File: src/rtl/prg_bank_mapper.sv
module prg_bank_mapper #(
  parameter logic [7:0] BANK_RST = 8'hFF
) (
  input  logic        clk,
  input  logic        rst_n,
  input  logic        bank_we,
  input  logic        ctl_we,
  input  logic        outer_we,
  input  logic [1:0]  wr_idx,
  input  logic [7:0]  wr_data,
  input  logic [15:0] cpu_addr,
  output logic        rom_hit,
  output logic [7:0]  page
);
  logic [7:0] bank_q [4];
  logic [7:0] ctl_q, outer_q;

  always_ff @(posedge clk) begin
    if (!rst_n) begin
      for (int i = 0; i < 4; i++) bank_q[i] <= BANK_RST;
      ctl_q   <= '0;
      outer_q <= '0;
    end else begin
      if (bank_we)  bank_q[wr_idx] <= wr_data;
      if (ctl_we)   ctl_q   <= wr_data;
      if (outer_we) outer_q <= wr_data;
    end
  end

  wire [2:0] mode   = ctl_q[2:0];
  wire [1:0] slot   = cpu_addr[14:13];
  wire       in_hi  = cpu_addr[15];
  wire       in_win = cpu_addr[15:13] == 3'b011;
  wire [2:0] o3     = outer_q[2:0];
  wire [1:0] o2     = outer_q[2:1];
  wire [7:0] r3     = bank_q[3];
  wire [7:0] rs     = bank_q[slot];
  wire [7:0] r16    = cpu_addr[14] ? r3 : bank_q[1];

  logic [7:0] hi_page, win_page;

  always_comb begin
    unique case (mode)
      3'd0: hi_page = {o3, r3[2:0], slot};
      3'd1: hi_page = cpu_addr[14] ? {o3, 4'hF, cpu_addr[13]}
                                   : {o3, bank_q[1][3:0], cpu_addr[13]};
      3'd2,
      3'd3: hi_page = (slot == 2'd3) ? {o3, 5'h1F} : {o3, rs[4:0]};
      3'd4: hi_page = {o2, r3[3:0], slot};
      3'd5: hi_page = {o2, r16[4:0], cpu_addr[13]};
      default: hi_page = {o2, rs[5:0]};
    endcase
  end

  always_comb begin
    unique case (mode)
      3'd0, 3'd4: win_page = {o2, r3[3:0], 2'b11};
      3'd1, 3'd5: win_page = {o2, r3[4:0], 1'b1};
      3'd2, 3'd3: win_page = {o3, r3[4:0]};
      default:    win_page = {o2, r3[5:0]};
    endcase
  end

  assign rom_hit = in_hi | (in_win & ctl_q[7]);
  assign page    = in_hi ? hi_page : (rom_hit ? win_page : 8'h00);
endmodule


File: config.mk
export PLATFORM = sky130hd
export DESIGN_NAME = prg_bank_mapper
export DESIGN_NICKNAME = d
export VERILOG_FILES = /design/src/rtl/prg_bank_mapper.sv
export SDC_FILE = /design/constraint.sdc
export NUM_CORES = 1
export LEC_CHECK = 0
export CORE_MARGIN = 8
export CORE_UTILIZATION = 40
export DETAILED_ROUTE_END_ITERATION = 8
export HOLD_SLACK_MARGIN = 0.02
export PLACE_DENSITY_LB_ADDON = 0.12
export SYNTH_ARGS = -nofsm -noshare
export SYNTH_HDL_FRONTEND = slang
export SYNTH_SLANG_ARGS = --single-unit
export TNS_END_PERCENT = 20
File: constraint.sdc
create_clock -name clk -period 2.1 [get_ports clk]
set_clock_uncertainty 0.15 [all_clocks]
set_input_delay 0.525 -clock clk [delete_from_list [all_inputs] [get_ports clk]]
set_output_delay 0.525 -clock clk [all_outputs]
set_load 0.02 [all_outputs]
== Yosys cells after proc, flatten, opt, wreduce, memory -nomap -nowiden ==
Memories as Yosys holds them, arrays and structs flattened.
Cells that the tools add are included.
Cells by class
  divide/modulo/power cells: 0
  mux-type cells: 14
  $lt $le $gt $ge: 0
  add/sub/neg operators: 0
  shift-type cells: 0
  reduce and logical (&&, ||, !) cells: 5
  bitwise logic cells: 2
  equal/unequal tests: 7
  multiply operators: 0
Operators with widths (count)
  6-bit one-hot mux with 5 select lines: 1
  8-bit 2-to-1 mux: 3
  6-bit one-hot mux with 3 select lines: 1
  5-bit 2-to-1 mux: 3
  3-bit by 2-bit equality test with 1-bit output, second input constant: 3
  8-bit OR reduction: 1
  3-bit equality test, second input constant: 2
  2-bit OR reduction: 3
  1-bit 2-to-1 mux: 5
  3-bit by 1-bit equality test with 1-bit output, second input constant: 1
  3-bit logical NOT: 1
  2-bit equality test, second input constant: 1
  2-bit 2-to-1 mux: 1
  1-bit AND: 1
  1-bit bitwise OR: 1
Word-level totals
  bits in registers: 11
  RAM bits: 32
  memory bits (read-only): 0
  bits in latches: 0
  memories: 1
  word-level logic and storage cells: 31
  input bits: 31
Memories
  bank_q: words 4, bits a word 8, read ports 3, clocked after Yosys merged registers in 0, write ports 4, line 15  | logic [7:0] bank_q [4];

== Logic depth before layout (Yosys ltp) ==
  depth after elaboration: 5
  gate-level depth with buffers: 5
  gate-level depth less buffers: 3

== Worst setup path before layout ==
OpenSTA, ideal clock, no wires.
  kind: input to output
  from: in cpu_addr[13]
  to: out page[5]
  data required time: 1.425 ns
  data arrival time: 1.577 ns
  stages: 4
  setup slack: -0.152 ns
  cells stage by stage: buf_4 -> mux2_2 -> o31ai_1 -> o32ai_1
On the way
  word-level cells in the longest chain between the ends: 5
  elaborated cells on any way between the ends: 7
  classes of those cells: eq/ne (1); mux (3); bitwise (2); memory (1)
RTL lines
  start, declared: line 11  | input logic [15:0] cpu_addr,
  3-bit by 2-bit equality test with 1-bit output: line 33  | wire in_win = cpu_addr[15:13] == 3'b011;
  1-bit AND: line 64  | assign rom_hit = in_hi | (in_win & ctl_q[7]);
  1-bit bitwise OR: line 64
  8-bit 2-to-1 mux: line 65  | assign page = in_hi ? hi_page : (rom_hit ? win_page : 8'h00);
  8-bit 2-to-1 mux (*): line 65
  end, declared: line 13  | output logic [7:0] page
Every way passes the cells marked *; elsewhere a longest branch is shown, timed or not.

==> reports/qor.yml <==
status: "complete, but fails checks"
violations: "negative setup slack"
syn-num-nets: 197
yosys_register_bits: 31
die_area_um2: 7040
firstDrtPassIters: 4
ctsHtreeMaxLevel: 2
end_kind: "output port"
instances_no_fill: 269
via_per_inst: 5.41
gp_congestion: 0.829
max_freq_mhz: 431
period_needed_ns: 2.32
grt_util_met3_pct: 3.61
path_clk_slew_ns: 0.07
grt_util_all_layers_pct: 13.8
layout-drive-gt1-share_pct: 45.6
dieHeight_um: 83.9
setup_viol: 6
yosysWarnings: 0
synth_area_um2: 1840
clk_latency_ns: 0.28
antenna_found_initial: 0
grt_use_met2_pct: 23.2
syn_area_per_cell_um2: 11.1
regArea_um2: 870
top_usage_layer: "met2"
seq_area_frac_synth_pct: 46.7
tightestPinTransition_ns: 0.346
post-place-cells: 260
postCtsHoldBufs: 0
required_ns: 1.42
cts_tree: "yes"
grt_pass1_wl_mm: 7.79
placed_cell_area_um2: 2310
drc: 0
routed_wl_mm: 4.80
leakage_nw: 0.932
hold_class: "flip-flop to flip-flop"
start_util_pct: 41.8
fill_cells: 388
final_nets: 247
syn2layout_area_growth_pct: 35.8
globalRouteMet1Util_pct: 16.3
post_drt_wl_per_cell_um: 17.8
cp-start-kind: "flip-flop"
ctsLongestPathBuffers: 2
grt_max_degree: 13
ant_nets: 0
grt_setup_unrepaired: "true"
coreArea_um2: 4410
vias: 1456
drt_first_iter_violations: 75
fin_crit_sh_pct: 111
cts.sinks: 31
netlist-cell-type-count: 33
power_density_nw_per_um2: 648
n_antenna_cell: 0
grt_overflow: 0
grt_pass1_vias: 1550
io_pins: 40
max_slew_margin_pct: 76.9
multi_input_area_um2: 993
setup_ws_ns: -0.222
ir_drop_mv: 0.484
crit_arrival_ns: 1.65
setup-tns-final_ns: -1.00
syn_inst: 166
dp_hpwl_mm: 3.72
drv_cap: 0
worstSetupPathType: "flip-flop to output port"
numCtsBuffers: 5
portBuffers: 25
chipWidth_um: 83.9
path_max_fanout: 2
clockRootBuffer: "clkbuf_8"
hold_viol: 0
fin_area_um2: 2500
placementRows: 24
slew_viol_final: 0
[metrics by stage]
step	util (%)	total power, mW	hold slack (ns)	setup slack [ns]
2_1_floorplan	-	0.901	0.324	-0.121
3_3_place_gp	52.4	1.04	0.342	-1.14
3_5_place_dp	52.4	1.05	0.351	-1.16
4_1_cts	56.2	1.63	0.370	-0.225
5_1_grt	56.7	1.68	0.414	-0.243
6_report	56.7	1.62	0.366	-0.222
[worst paths after layout]
| check | startpoint | endpoint | slack, ns | cells after the start |
|---|---|---|---|---|
| max reg2reg | ctl_q[0]$_SDFFE_PN0P_ | ctl_q[0]$_SDFFE_PN0P_ | 1.12 | 3 |
| min reg2reg | outer_q[1]$_SDFFE_PN0P_ | outer_q[1]$_SDFFE_PN0P_ | 0.37 | 2 |
| max | bank_q[1][1]$_SDFFCE_PN1P_ | page[1] | -0.22 | 4 |
| min | outer_q[1]$_SDFFE_PN0P_ | outer_q[1]$_SDFFE_PN0P_ | 0.37 | 2 |
[synthesized netlist by cell type (all sizes together)]
cell | instances | share of area, %
a2111oi | 1 | 0.81
nand2 | 7 | 1.4
and4b | 1 | 0.54
buf | 8 | 3.1
edfxtp | 24 | 39
nand3b | 4 | 1.6
inv | 3 | 0.61
mux2i | 10 | 5.4
nand2b | 12 | 4.1
o22ai | 1 | 0.34
or3b | 3 | 1.4
nand4b | 4 | 1.9
a32o | 1 | 0.54
dfxtp | 7 | 7.6
nand3 | 1 | 0.27
o32ai | 2 | 0.95
a221o | 2 | 1.1
o21ai | 2 | 0.54
or2 | 24 | 8.1
and3b | 3 | 1.4
o31ai | 4 | 1.6
clkbuf | 2 | 0.41
a21oi | 7 | 1.9
o211ai | 3 | 1.2
a31oi | 1 | 0.34
nor2 | 1 | 0.20
nor2b | 12 | 4.1
o221ai | 4 | 1.9
mux2 | 11 | 6.9
nor3 | 1 | 0.54
[where the power goes]
group          total, mW  switching [mW]  internal, mW
Sequential         0.746          0.0397         0.706
Combinational      0.312           0.140         0.172
Clock              0.565           0.219         0.347
[worst max-delay path, cell delays in order, from the launching register on]
cell and delay (ns):
edfxtp_1 0.41, mux2_4 0.28, a221o_1 0.30, a32o_2 0.25, buf_6 0.13
[cells in the final DEF, fill, tap and decap left out, types with 2 or more instances in the layout]
master           count
buf_4               27
or2_2               24
edfxtp_1            24
clkdlybuf4s50_1     13
nor2b_1             12
nand2b_1            12
mux2i_1              9
mux2_2               8
nand2_1              7
buf_6                7
clkbuf_8             5
nand3b_1             4
nand4b_1             4
a21oi_1              4
o221ai_1             4
dfxtp_1              4
inv_1                3
mux2_4               3
or3b_4               3
a21oi_2              3
o211ai_1             3
and3b_1              3
o31ai_2              2
o32ai_2              2
o31ai_1              2
o21ai_0              2
a221o_1              2
dfxtp_4              2
buf_2                2
clkdlybuf4s15_1      2
[repair_timing]
item / CTS / global route
setup buffers: 1 / 0
endpoints found under the setup margin: 9 / 9
gates resized for setup: 69 / 10
pin swaps: 5 / 3
[sequential cells by signal, indices dropped and copies added, names as in the netlist]
| signal | count |
|---|---|
| ctl_q | 4 |
| outer_q | 3 |
| bank_q | 24 |
[final cells by class]
| type | count | area share, % |
|---|---|---|
| Inverter | 3 | 0.450 |
| Timing Repair Buffer | 53 | 18.3 |
| Clock inverter | 3 | 1.55 |
| Sequential cell | 31 | 34.7 |
| Multi-Input combinational cell | 122 | 39.7 |
| Tap cell | 52 | 2.60 |
| Clock buffer | 5 | 2.75 |
[cells by family after synthesis]
logic type | after synthesis | share of synthesized area, %
buffers and inverters | 13 | 4.07
AOI/OAI and AO/OA | 28 | 11.3
and+or+nand+nor | 73 | 25.6
DFF | 31 | 46.7
muxes | 21 | 12.3
[metal layers]
metal,part of all wire [%],wire length (um),vias up
met5,0,0,-
met4,1.0,48,0
met3,5.6,267,6
met2,49,2360,44
met1,44,2120,693
li1,-,-,713
No activity file was read; power rests on OpenSTA's default activity.
